$ cat src/rtl/ipr_pkg.sv
package ipr_pkg;
  typedef enum logic [2:0] {
    OP_NONE,
    OP_EOI,
    OP_ACK,
    OP_PRIO,
    OP_IPI
  } op_e;
endpackage

$ cat src/rtl/ipr_op_select.sv
module ipr_op_select
  import ipr_pkg::*;
(
  input  logic eoi_wr_i,
  input  logic ack_rd_i,
  input  logic prio_wr_i,
  input  logic ipi_wr_i,
  output op_e  op_o
);
  always_comb begin
    if (eoi_wr_i)       op_o = OP_EOI;
    else if (ack_rd_i)  op_o = OP_ACK;
    else if (prio_wr_i) op_o = OP_PRIO;
    else if (ipi_wr_i)  op_o = OP_IPI;
    else                op_o = OP_NONE;
  end
endmodule

$ cat src/rtl/ipr_op_stage.sv
module ipr_op_stage
  import ipr_pkg::*;
#(
  parameter int PRIO_W  = 8,
  parameter int SRC_W   = 24,
  parameter int IPI_SRC = 2,
  localparam int WORD_W = PRIO_W + SRC_W
) (
  input  op_e               op_i,
  input  logic [WORD_W-1:0] eoi_val_i,
  input  logic [PRIO_W-1:0] prio_val_i,
  input  logic [PRIO_W-1:0] ipi_val_i,
  input  logic [PRIO_W-1:0] cppr_i,
  input  logic [SRC_W-1:0]  src_i,
  input  logic [PRIO_W-1:0] pend_i,
  input  logic [PRIO_W-1:0] ipi_lvl_i,
  input  logic              irq_i,
  output logic [PRIO_W-1:0] cppr_o,
  output logic [SRC_W-1:0]  src_o,
  output logic [PRIO_W-1:0] pend_o,
  output logic [PRIO_W-1:0] ipi_lvl_o,
  output logic              irq_o,
  output logic              rej_vld_o,
  output logic [SRC_W-1:0]  rej_src_o,
  output logic              eoi_vld_o,
  output logic [SRC_W-1:0]  eoi_src_o,
  output logic              resend_o
);
  localparam logic [SRC_W-1:0] IPI_NUM = SRC_W'(IPI_SRC);

  logic busy;
  assign busy = (src_i != '0);

  always_comb begin
    cppr_o    = cppr_i;
    src_o     = src_i;
    pend_o    = pend_i;
    ipi_lvl_o = ipi_lvl_i;
    irq_o     = irq_i;
    rej_vld_o = 1'b0;
    rej_src_o = '0;
    eoi_vld_o = 1'b0;
    eoi_src_o = '0;
    resend_o  = 1'b0;
    unique case (op_i)
      OP_EOI: begin
        cppr_o    = eoi_val_i[WORD_W-1 -: PRIO_W];
        eoi_vld_o = 1'b1;
        eoi_src_o = eoi_val_i[SRC_W-1:0];
        if (!busy) begin
          resend_o = 1'b1;
          // nothing presented, so a qualifying IPI always wins
          if (ipi_lvl_i < eoi_val_i[WORD_W-1 -: PRIO_W]) begin
            src_o  = IPI_NUM;
            pend_o = ipi_lvl_i;
            irq_o  = 1'b1;
          end
        end
      end
      OP_ACK: begin
        cppr_o = pend_i;
        src_o  = '0;
        irq_o  = 1'b0;
      end
      OP_PRIO: begin
        cppr_o = prio_val_i;
        if (prio_val_i < cppr_i) begin
          if (busy && (prio_val_i <= pend_i)) begin
            src_o     = '0;
            irq_o     = 1'b0;
            rej_vld_o = 1'b1;
            rej_src_o = src_i;
          end
        end else if (!busy) begin
          resend_o = 1'b1;
          if (ipi_lvl_i < prio_val_i) begin
            src_o  = IPI_NUM;
            pend_o = ipi_lvl_i;
            irq_o  = 1'b1;
          end
        end
      end
      OP_IPI: begin
        ipi_lvl_o = ipi_val_i;
        if ((ipi_val_i < cppr_i) && !(busy && (pend_i <= ipi_val_i))) begin
          rej_vld_o = busy;
          rej_src_o = busy ? src_i : '0;
          src_o     = IPI_NUM;
          pend_o    = ipi_val_i;
          irq_o     = 1'b1;
        end
      end
      default: ;
    endcase
  end
endmodule

$ cat src/rtl/ipr_offer_stage.sv
module ipr_offer_stage #(
  parameter int PRIO_W = 8,
  parameter int SRC_W  = 24
) (
  input  logic              vld_i,
  input  logic [SRC_W-1:0]  ofr_src_i,
  input  logic [PRIO_W-1:0] ofr_prio_i,
  input  logic [PRIO_W-1:0] cppr_i,
  input  logic [SRC_W-1:0]  src_i,
  input  logic [PRIO_W-1:0] pend_i,
  input  logic              irq_i,
  output logic [SRC_W-1:0]  src_o,
  output logic [PRIO_W-1:0] pend_o,
  output logic              irq_o,
  output logic              rej_vld_o,
  output logic [SRC_W-1:0]  rej_src_o
);
  logic busy, lose;
  assign busy = (src_i != '0);
  assign lose = (ofr_prio_i >= cppr_i) || (busy && (pend_i <= ofr_prio_i));

  always_comb begin
    src_o     = src_i;
    pend_o    = pend_i;
    irq_o     = irq_i;
    rej_vld_o = 1'b0;
    rej_src_o = '0;
    if (vld_i) begin
      if (lose) begin
        rej_vld_o = 1'b1;
        rej_src_o = ofr_src_i;
      end else begin
        rej_vld_o = busy;
        rej_src_o = busy ? src_i : '0;
        src_o     = ofr_src_i;
        pend_o    = ofr_prio_i;
        irq_o     = 1'b1;
      end
    end
  end
endmodule

$ cat src/rtl/intr_present_unit.sv
module intr_present_unit
  import ipr_pkg::*;
#(
  parameter int PRIO_W  = 8,
  parameter int SRC_W   = 24,
  parameter int IPI_SRC = 2,
  localparam int WORD_W = PRIO_W + SRC_W
) (
  input  logic              clk_i,
  input  logic              rst_ni,
  input  logic              eoi_wr_i,
  input  logic [WORD_W-1:0] eoi_val_i,
  input  logic              ack_rd_i,
  input  logic              prio_wr_i,
  input  logic [PRIO_W-1:0] prio_val_i,
  input  logic              ipi_wr_i,
  input  logic [PRIO_W-1:0] ipi_val_i,
  input  logic              offer_vld_i,
  input  logic [SRC_W-1:0]  offer_src_i,
  input  logic [PRIO_W-1:0] offer_prio_i,
  output logic              irq_o,
  output logic [WORD_W-1:0] ack_data_o,
  output logic              rej_op_vld_o,
  output logic [SRC_W-1:0]  rej_op_src_o,
  output logic              rej_ofr_vld_o,
  output logic [SRC_W-1:0]  rej_ofr_src_o,
  output logic              eoi_vld_o,
  output logic [SRC_W-1:0]  eoi_src_o,
  output logic              resend_o
);
  localparam logic [PRIO_W-1:0] LEAST = '1;

  logic [PRIO_W-1:0] cppr_q, pend_q, ipi_q;
  logic [SRC_W-1:0]  src_q;
  logic              irq_q;

  op_e               op;
  logic [PRIO_W-1:0] cppr_m, pend_m, ipi_m, pend_d;
  logic [SRC_W-1:0]  src_m, src_d;
  logic              irq_m, irq_d;
  logic              rop_v, rof_v, eoi_v, rs;
  logic [SRC_W-1:0]  rop_s, rof_s, eoi_s;

  ipr_op_select u_sel (
    .eoi_wr_i (eoi_wr_i),
    .ack_rd_i (ack_rd_i),
    .prio_wr_i(prio_wr_i),
    .ipi_wr_i (ipi_wr_i),
    .op_o     (op)
  );

  ipr_op_stage #(.PRIO_W(PRIO_W), .SRC_W(SRC_W), .IPI_SRC(IPI_SRC)) u_op (
    .op_i      (op),
    .eoi_val_i (eoi_val_i),
    .prio_val_i(prio_val_i),
    .ipi_val_i (ipi_val_i),
    .cppr_i    (cppr_q),
    .src_i     (src_q),
    .pend_i    (pend_q),
    .ipi_lvl_i (ipi_q),
    .irq_i     (irq_q),
    .cppr_o    (cppr_m),
    .src_o     (src_m),
    .pend_o    (pend_m),
    .ipi_lvl_o (ipi_m),
    .irq_o     (irq_m),
    .rej_vld_o (rop_v),
    .rej_src_o (rop_s),
    .eoi_vld_o (eoi_v),
    .eoi_src_o (eoi_s),
    .resend_o  (rs)
  );

  ipr_offer_stage #(.PRIO_W(PRIO_W), .SRC_W(SRC_W)) u_ofr (
    .vld_i     (offer_vld_i),
    .ofr_src_i (offer_src_i),
    .ofr_prio_i(offer_prio_i),
    .cppr_i    (cppr_m),
    .src_i     (src_m),
    .pend_i    (pend_m),
    .irq_i     (irq_m),
    .src_o     (src_d),
    .pend_o    (pend_d),
    .irq_o     (irq_d),
    .rej_vld_o (rof_v),
    .rej_src_o (rof_s)
  );

  always_ff @(posedge clk_i or negedge rst_ni) begin
    if (!rst_ni) begin
      cppr_q        <= '0;
      src_q         <= '0;
      pend_q        <= LEAST;
      ipi_q         <= LEAST;
      irq_q         <= 1'b0;
      rej_op_vld_o  <= 1'b0;
      rej_op_src_o  <= '0;
      rej_ofr_vld_o <= 1'b0;
      rej_ofr_src_o <= '0;
      eoi_vld_o     <= 1'b0;
      eoi_src_o     <= '0;
      resend_o      <= 1'b0;
    end else begin
      cppr_q        <= cppr_m;
      src_q         <= src_d;
      pend_q        <= pend_d;
      ipi_q         <= ipi_m;
      irq_q         <= irq_d;
      rej_op_vld_o  <= rop_v;
      rej_op_src_o  <= rop_s;
      rej_ofr_vld_o <= rof_v;
      rej_ofr_src_o <= rof_s;
      eoi_vld_o     <= eoi_v;
      eoi_src_o     <= eoi_s;
      resend_o      <= rs;
    end
  end

  assign irq_o      = irq_q;
  assign ack_data_o = {cppr_q, src_q};
endmodule

$ cat config.mk
export PLATFORM = sky130hd
export DESIGN_NAME = intr_present_unit
export DESIGN_NICKNAME = d
export VERILOG_FILES = /design/src/rtl/ipr_pkg.sv /design/src/rtl/ipr_op_select.sv /design/src/rtl/ipr_op_stage.sv /design/src/rtl/ipr_offer_stage.sv /design/src/rtl/intr_present_unit.sv
export SDC_FILE = /design/constraint.sdc
export NUM_CORES = 1
export LEC_CHECK = 0
export ABC_AREA = 1
export BUFFER_PORTS_ARGS = -buffer_cell sky130_fd_sc_hd__buf_2
export CORE_AREA = 2 2 136 112
export DETAILED_ROUTE_END_ITERATION = 12
export DIE_AREA = 0 0 138 114
export GPL_ROUTABILITY_DRIVEN = 1
export PLACE_DENSITY = 0.84
export RECOVER_POWER = 100
export SLEW_MARGIN = 20
export SYNTH_ARGS = -nofsm -noshare
export SYNTH_HDL_FRONTEND = slang
export SYNTH_SLANG_ARGS = --single-unit
export TNS_END_PERCENT = 1
$ cat constraint.sdc
create_clock -name clk_i -period 4.5 [get_ports clk_i]
set_input_delay 0.225 -clock clk_i [delete_from_list [all_inputs] [get_ports clk_i]]
set_output_delay 0.225 -clock clk_i [all_outputs]
set_load 0.005 [all_outputs]
==> out/results.ini, run 1 <==
[route]
ant_nets=0
wl_um=21800
via_count=6933
wire_per_inst_um=16.9
firstDrtPassIters=5
drc=0
drtIter0Drc=756
viasPerCell=5.38

[cts]
root_buffer=clkbuf_16
htree_levels=4
cts.sinks=125
cts_buffers=17
cts_buffer_depth=2
cts_tree=yes
clk_latency_ns=0.42
clkTransAtPathRegs_ns=0.06

[finish]
instances_no_fill=1289
final_util=0.615
nets=1234
antenna_cells=0
drive_above_1_share=0.194
areaGrowthSynthToFinish_pct=26.6
design_area_um2=8930

[logic_synthesis]
synth_fa_ha_area_frac=0.106
syn_inst=876
synth-xor-area-share=0
avgSynthCellArea_um2=8.05
synthTopCellsByCount=nand2_1 (178), inv_1 (152), dfrtp_1 (109)
synth_fp_nets=1023
synth_top_cell_area_share=0.387
synthFlopType=dfrtp_1
synth_area_um2=7050
synth_edf_count=0
yosys_warnings=0
yosys-top-cells-area=dfrtp_1 (39%), ha_1 (11%), nand2_1 (9.5%)
yosysTopAreaCell=dfrtp_1
async_flop_share=1.00
synth.yosys.seq_area_share=0.446
synth-seq-cells=125
synth_compound_area_frac=0.110
synth.most_common_cell=nand2_1
synth_mux_area_frac=0
yosys.area_share.simple=0.232
synth_top_family_by_area=simple AND/OR/NAND/NOR gates
synth_cell_types=40

[die]
fp.dieW_um=138
pin_count=196
core_area_um2=14500
die-area_um2=15700
chipHeight_um=114
row_count=40
initial_core_util=0.486

[worst_setup_path]
cp.required_ns=4.82
crit_path_frequent_cell=a21oi_1
cp.arrival_ns=4.47
cp-end-kind=flop
max_stage_delay_ns=0.56
crit_type=flop to flop
worstPathCellList=ha_1 > nand2_1 > nor2_1 > nand4_1 > nand2_1 > nand2_2 > nand2_4 > inv_1 > nor2_2 > inv_1 > a22oi_1 > o22ai_1 > o21ai_0 > ha_1 > a21oi_1 > nor2_1 > a211oi_1 > a21oi_1 > nand2_2 > clkbuf_4 > nand3_1 > a21oi_1
crit_path_top_delay_cell=dfstp_2
worstPathMaxFanout=21
worstSetupStartpointType=flop

[place]
port_buffers=195
place_area_um2=8210
hpwl_um=15700
dp_cells=1242
gp_congestion=0.976

[timing]
whs_ns=0.00368
finClkSkew_ns=0.00721
period_needed_ns=4.15
hold_viol=0
finalSetupViolations=0
slew_violations=53
tns_ns=0
grt_setup_unrepaired=false
worst_pin_slew_ns=2.94
fin_crit_sh=0.923
relSlewSlack=-0.959
max_freq_mhz=241

[run]
cap_violations=1

[power_and_ir_drop]
p_leak_nw=5.01
power_density_nw_per_um2=580
irDropWorstVdd_v=0.000363

[global_route]
grt-ovfl-total=0
antenna_found_initial=0
grt_pass1_vias=6637
grt_use_total=0.279
grt_pass1_wl_um=34500
grt_max_degree=53

[status]
violations=capacitance limit, slew limit
status=complete, but fails checks

[worst_hold_path]
worstHoldPathType=input port to flop

==> state kept, by name (all words and copies together), names as in the netlist <==
signal and flops:
ipi_q 8, rej_op_src_o 24, cppr_q 8, pend_q 8, eoi_vld_o 1, eoi_src_o 24
src_q 24, rej_ofr_src_o 24, irq_o 1, resend_o 1, rej_ofr_vld_o 1, rej_op_vld_o 1
==> report_power, final <==
| part | leakage (nW) | internal [mW] | switching (mW) | total, mW |
|---|---|---|---|---|
| clock network | 0.314 | 0.958 | 0.525 | 1.48 |
| logic | 3.09 | 0.702 | 1.34 | 2.05 |
| registers | 1.61 | 1.41 | 0.229 | 1.64 |
==> final cells by class <==
class                   instances  area, um2
multi-input cells             566       3180
fillers                      1285       5590
flip-flops and latches        125       3150
well taps                     189        236
clock buffers                  19        453
repair buffers                222       1140
clock inverters                13        186
inverters                     155        582
==> kinds of logic after synthesis <==
logic type,count (synthesis)
AOI/OAI and AO/OA,128
adders and majority gates,60
buffers and inverters,185
and+or+nand+nor,378
DFF,125
==> through the flow <==
step,total power [mW],setup WS (ns)
final,5.17,0.348
after floorplan,2.90,1.12
after global placement,3.56,0.394
after CTS,5.12,0.321
after detailed placement,3.61,0.371
after global routing,5.50,0.0212
==> worst max-delay path: cells and delay by family, from the launching register on <==
kind | cells | cell delay [ns]
buffers and inverters | 3 | 0.63
AND/OR/NAND/NOR | 10 | 1.30
adder cells (fa/ha/maj) | 2 | 0.45
flip-flops | 1 | 0.56
AO/OA/AOI/OAI | 7 | 1.08
==> repair_timing <==
action                                 CTS  global route
endpoints found under the hold margin   50             0
buffers inserted                         0             3
gates resized for setup                  0             3
hold buffers                            12             0
setup endpoints to repair                0            51
==> per-layer routing <==
layer / vias to the layer above / global-route usage / wire (um)
met3: 56 / 0.0634 / 2140
met4: 0 / 0.0946 / 576
met1: 3218 / 0.386 / 9280
met2: 418 / 0.436 / 9820
met5: - / 0 / 0
li1: 3241 / - / -
==> worst paths after layout <==
| kind | start | to | slack (ns) | cells past startpoint |
|---|---|---|---|---|
| worst max-delay path | pend_q[7]$_DFF_PN1_ | rej_ofr_src_o[15]$_DFF_PN0_ | 0.35 | 22 |
| worst min-delay path | eoi_val_i[0] | eoi_src_o[0]$_DFF_PN0_ | 0.004 | 3 |
| worst max register to register | pend_q[7]$_DFF_PN1_ | rej_ofr_src_o[15]$_DFF_PN0_ | 0.35 | 22 |
| worst min register to register | ipi_q[5]$_DFFE_PN1N_ | ipi_q[5]$_DFFE_PN1N_ | 0.54 | 2 |
| max in group asynchronous | rst_ni | irq_o$_DFF_PN0_ | 1.01 | 3 |
| min in group asynchronous | rst_ni | cppr_q[2]$_DFF_PN0_ | 1.30 | 2 |
==> layout by cell type, fill, tap and decap left out, types with 4 or more instances in the layout <==
cell type / instances
a21oi_1: 51
a221oi_1: 5
a22oi_1: 11
buf_2: 136
buf_4: 7
bufinv_16: 4
clkbuf_1: 61
clkbuf_16: 17
dfrtp_1: 109
dfstp_2: 15
dlygate4sd3_1: 12
ha_1: 60
inv_1: 152
nand2_1: 178
nand3_1: 89
nand4_1: 5
nor2_1: 88
o211ai_1: 5
o21ai_0: 24
o22ai_1: 14
No activity file was read; power rests on OpenSTA's default activity.
==> inputs of run 2 (changes only) <==
--- a/config.mk
+++ b/config.mk
@@ -7,12 +7,13 @@
 export LEC_CHECK = 0
 export ABC_AREA = 1
 export BUFFER_PORTS_ARGS = -buffer_cell sky130_fd_sc_hd__buf_2
-export CORE_AREA = 2 2 136 112
+export CORE_AREA = 2 2 100 151
 export DETAILED_ROUTE_END_ITERATION = 12
-export DIE_AREA = 0 0 138 114
+export DIE_AREA = 0 0 102 153
 export GPL_ROUTABILITY_DRIVEN = 1
 export PLACE_DENSITY = 0.84
 export RECOVER_POWER = 100
+export REMOVE_ABC_BUFFERS = 1
 export SLEW_MARGIN = 20
 export SYNTH_ARGS = -nofsm -noshare
 export SYNTH_HDL_FRONTEND = slang
==> out/results.ini, run 2 (synthesis gave the netlist of run 1 again) <==
[status]
status=complete, but fails checks
violations=capacitance limit, slew limit

[worst_hold_path]
hold_start=eoi_val_i[20]
worstHoldPathType=input port to flop

[worst_setup_path]
crit_type=input port to flop
cp.arrival_ns=4.40
worstSetupStartpointType=input port
startpoint=eoi_wr_i
worstPathMaxFanout=35
cp-end-kind=flop
r2r_start=pend_q[5]$_DFF_PN1_
cp.required_ns=4.83

[place]
port_buffers=195
hpwl_um=16100
gp_congestion=0.997
place_area_um2=8220

[finish]
fillCellCount=1283
nets=1235
mostFrequentLayoutCell=nand2_1
areaGrowthSynthToFinish_pct=26.7
final_cell_mix=nand2_1 (178), inv_1 (152), buf_2 (133), dfrtp_1 (109), nand3_1 (89)
drive_above_1_share=0.189
design_area_um2=8930

[cts]
cts_resized=0
cts_buffers=17
clkTransAtPathRegs_ns=0.05
cts_buffer_depth=2
cts.sinks=125
root_buffer=clkbuf_16
postCtsSetupBuffers=0
cts_tree=yes
clk_latency_ns=0.41
htree_levels=4
cts_hold_buf=16

[power_and_ir_drop]
p_int_mw=3.04
power_mw=5.08
p_seq_frac=0.320
irDropWorstVdd_v=0.000391
switching_share=0.402
p_sw_mw=2.04
p_leak_nw=5.01
power_density_nw_per_um2=569
pwr-share-clk=0.284
combPwrFrac=0.396

[timing]
finalSetupViolations=0
hold_viol=0
relSlewSlack=-0.409
grt_setup_unrepaired=false
whs_ns=0.0160
finClkSkew_ns=0.00817
max_freq_mhz=245
worst_pin_slew_ns=2.11
fin_crit_sh=0.906
tns_ns=0
slew_violations=119
period_needed_ns=4.08

[route]
firstDrtPassIters=5
drtIter0Drc=389
ant_nets=0
via_count=6895
viasPerCell=5.31
drc=0
wire_per_inst_um=16.7
wl_um=21600

[global_route]
grt_max_degree=83
grt_pass1_vias=7101
grt_pass1_wl_um=34700
grt-ovfl-total=0
antenna_found_initial=2
grt_use_total=0.287

[die]
fp.dieW_um=102
row_count=54
initial_core_util=0.492
chipHeight_um=153
die-area_um2=15600
pin_count=196
core_area_um2=14300

[run]
cap_violations=2

-- run 2: cell count changes in the layout (fill, tap and decap cells not counted), sizes merged --
cell,delta
buf,-3
clkbuf,-2
diode,+2
dlygate4sd3,+5
-- run 2: layout make-up --
class	count	area, um2	share of cell area
Tap cell	196	245	0.0275
Clock inverter	13	190	0.0213
Inverter	155	582	0.0652
Multi-Input combinational cell	566	3160	0.354
Sequential cell	125	3150	0.353
Clock buffer	18	429	0.0481
Antenna cell	2	5.00	0.000560
Timing Repair Buffer	223	1170	0.131
-- run 2: worst paths after layout --
check | slack, ns | endpoint | depth (start not counted)
hold reg to reg | 0.53 | ipi_q[4]$_DFFE_PN1N_ | 2
setup reg to reg | 0.43 | rej_ofr_src_o[5]$_DFF_PN0_ | 23
hold / removal | 0.02 | eoi_src_o[20]$_DFF_PN0_ | 3
max in group asynchronous | 1.49 | rej_ofr_vld_o$_DFF_PN0_ | 3
min in group asynchronous | 0.99 | src_q[3]$_DFF_PN0_ | 2
setup / recovery | 0.42 | pend_q[3]$_DFF_PN1_ | 19
-- run 2: critical path, stage by stage --
cell and delay [ns]:
buf_2 0.09, clkbuf_1 1.15, nor2_2 0.09, buf_4 0.24, a221oi_1 0.26, a22oi_1 0.17, ha_1 0.30, inv_1 0.05
a21boi_0 0.07, o21a_1 0.17, o21a_1 0.16, o211ai_1 0.15, a21oi_1 0.08, nor2_1 0.31, nand2_2 0.14, nand2_4 0.18
nand2_4 0.26, nand2_1 0.19, nand2_1 0.08
-- run 2: metal layers --
metal  track usage  up-vias  wire [um]
met2         0.509      342      11500
met3        0.0517       73       1350
met1         0.316     3234       7650
li1              -     3246          -
met4         0.161        0       1100
met5             0        -          0
-- run 2: power groups by stage --
stage               combinational, mW  sequential [mW]  clock [mW]
global route                     2.27             1.66        1.50
CTS                              2.04             1.62        1.46
detailed placement               2.01             1.63           0
finish                           2.01             1.63        1.44
global placement                 1.97             1.63           0
floorplan                        1.20             1.60           0
-- run 2: metrics by stage --
step | worst slack [ns] | std cells | utilization
floorplan | 0.846 | 846 | -
global placement | 0.467 | 1248 | 0.574
detailed placement | 0.451 | 1248 | 0.574
CTS | 0.442 | 1295 | 0.628
global route | 0.0234 | 1298 | 0.623
finish | 0.423 | 1298 | 0.623
==> inputs of run 3 (changes only) <==
--- a/config.mk
+++ b/config.mk
@@ -7,12 +7,11 @@
 export LEC_CHECK = 0
 export ABC_AREA = 1
 export BUFFER_PORTS_ARGS = -buffer_cell sky130_fd_sc_hd__buf_2
-export CORE_AREA = 2 2 100 151
+export CORE_AREA = 3 3 101 152
 export DETAILED_ROUTE_END_ITERATION = 12
-export DIE_AREA = 0 0 102 153
+export DIE_AREA = 0 0 104 155
 export GPL_ROUTABILITY_DRIVEN = 1
 export PLACE_DENSITY = 0.84
-export RECOVER_POWER = 100
 export REMOVE_ABC_BUFFERS = 1
 export SLEW_MARGIN = 20
 export SYNTH_ARGS = -nofsm -noshare
==> out/results.ini, run 3 (synthesis gave the netlist of run 1 again) <==
[cts]
cts_tree=yes
cts_buffer_depth=2
root_buffer=clkbuf_16
cts.sinks=125
cts_buffers=17
clkTransAtPathRegs_ns=0.06
clk_latency_ns=0.42
htree_levels=4
postCtsSetupBuffers=0

[finish]
fillCellCount=1231
mostFrequentLayoutCell=buf_2
final_cell_mix=buf_2 (194), nand2_1 (178), inv_1 (152), dfrtp_1 (109), nand3_1 (89)
final_util=0.640
drive_above_1_share=0.249
nets=1237
design_area_um2=8990
areaGrowthSynthToFinish_pct=27.5
instances_no_fill=1296

[worst_hold_path]
hold_path_end=eoi_src_o[1]$_DFF_PN0_
holdPathStages=3
hold_start=eoi_val_i[1]
worstHoldPathType=input port to flop

[route]
drc=0
drtIter0Drc=384
wire_per_inst_um=16.7
viasPerCell=5.24
ant_nets=0
firstDrtPassIters=7
via_count=6791
wl_um=21600

[power_and_ir_drop]
p_sw_mw=2.09
power_density_nw_per_um2=559
p_seq_frac=0.322
p_leak_nw=5.23
power_mw=5.03
irDropWorstVdd_v=0.000342
p_int_mw=2.94
pwr-share-clk=0.271
switching_share=0.416
combPwrFrac=0.408

[place]
pre_cts_ws_ns=0.432
port_buffers=195
dp_cells=1246
place_area_um2=8230
gp_congestion=0.923
hpwl_um=15800

[die]
core_area_um2=14100
row_count=53
fp.dieW_um=104
initial_core_util=0.502
die-area_um2=16100
pin_count=196
chipHeight_um=155

[global_route]
grt_pass1_vias=7107
antenna_found_initial=1
grt_pass1_wl_um=34500
grt_max_degree=57
grt_use_total=0.267
grt-ovfl-total=0

[worst_setup_path]
timing.rr.end=rej_ofr_src_o[14]$_DFF_PN0_
worstSetupStartpointType=flop
cp.required_ns=4.81
crit_type=flop to flop
cp.arrival_ns=4.53
worstPathMaxFanout=26
r2r_start=pend_q[5]$_DFF_PN1_
reg2regPathDepth=23
cp-end-kind=flop
r2r_slack_ns=0.29

[run]
cap_violations=0

[timing]
tns_ns=0
finalSetupViolations=0
grt_setup_unrepaired=false
slew_violations=0
max_freq_mhz=237
worst_pin_slew_ns=0.902
period_needed_ns=4.21
hold_viol=0
setup_ws_ns=0.285
relSlewSlack=0.397
finClkSkew_ns=0.0211
fin_crit_sh=0.937
whs_ns=0.00575

[status]
status=finished clean

[run 3: cell types whose count changed in the layout (fill, tap and decap cells not counted), moves of 2 or more]
| cell | previous run | this run |
|---|---|---|
| clkinv_4 | 4 | 2 |
| inv_6 | 2 | 5 |
| buf_1 | 2 | 0 |
| clkbuf_2 | 2 | 0 |
| buf_2 | 133 | 194 |
| clkinvlp_4 | 1 | 3 |
| inv_8 | 0 | 3 |
| buf_4 | 6 | 12 |
| clkbuf_1 | 61 | 0 |
| clkinv_2 | 2 | 0 |
| bufinv_16 | 4 | 1 |
[run 3: worst max-delay path by stage]
stage	from	to	slack (ns)	depth (start not counted)
2_1_floorplan	pend_q[7]$_DFF_PN1_	irq_o$_DFF_PN0_	0.85	22
3_3_place_gp	pend_q[5]$_DFF_PN1_	rej_ofr_src_o[2]$_DFF_PN0_	0.51	23
3_5_place_dp	pend_q[5]$_DFF_PN1_	rej_ofr_src_o[2]$_DFF_PN0_	0.43	23
4_1_cts	pend_q[5]$_DFF_PN1_	rej_ofr_src_o[14]$_DFF_PN0_	0.34	23
5_1_grt	pend_q[5]$_DFF_PN1_	rej_ofr_src_o[14]$_DFF_PN0_	0.006	23
6_report	pend_q[5]$_DFF_PN1_	rej_ofr_src_o[14]$_DFF_PN0_	0.29	23
[run 3: repair_timing]
action	4_1_cts	5_1_grt
hold endpoints to repair	50	0
resized for setup	0	0
hold buffers	17	0
[run 3: final cells by class]
cell class | count | area, um2 | area share
Clock inverter | 14 | 148 | 0.0164
Sequential cell | 125 | 3150 | 0.350
Inverter | 155 | 582 | 0.0647
Tap cell | 192 | 240 | 0.0267
Clock buffer | 18 | 439 | 0.0488
Multi-Input combinational cell | 566 | 3160 | 0.352
Antenna cell | 1 | 2.50 | 0.000278
Timing Repair Buffer | 225 | 1270 | 0.141
[run 3: worst max-delay path, cell delays in order, from the launching register on]
cell	delay [ns]
dfstp_2	0.57
ha_1	0.25
a21oi_1	0.16
nor2_1	0.06
nor2_1	0.11
nand2_1	0.07
nand2_1	0.08
nand2_2	0.07
nand2_4	0.14
inv_1	0.14
nor2_1	0.21
inv_1	0.16
a22oi_1	0.17
o22ai_1	0.08
o21ai_0	0.15
ha_1	0.32
a21oi_1	0.17
nor2_1	0.06
a211oi_1	0.19
a21oi_1	0.12
nand2_2	0.12
buf_4	0.33
nand3_1	0.14
a21oi_1	0.22
[run 3: metal layers]
metal  track usage  vias to the layer above  share of wire
met5             0                        -              0
met4         0.129                        0          0.039
met3        0.0560                       68          0.076
met2         0.501                      321           0.53
met1         0.283                     3152           0.35
li1              -                     3250              -
[run 3: power groups by stage]
stage	Clock [mW]	Combinational (mW)	Sequential, mW
final	1.36	2.05	1.62
after global routing	1.42	2.29	1.65
after CTS	1.38	2.04	1.61
after detailed placement	0	2.00	1.63
after global placement	0	1.96	1.62
after floorplan	0	1.20	1.60
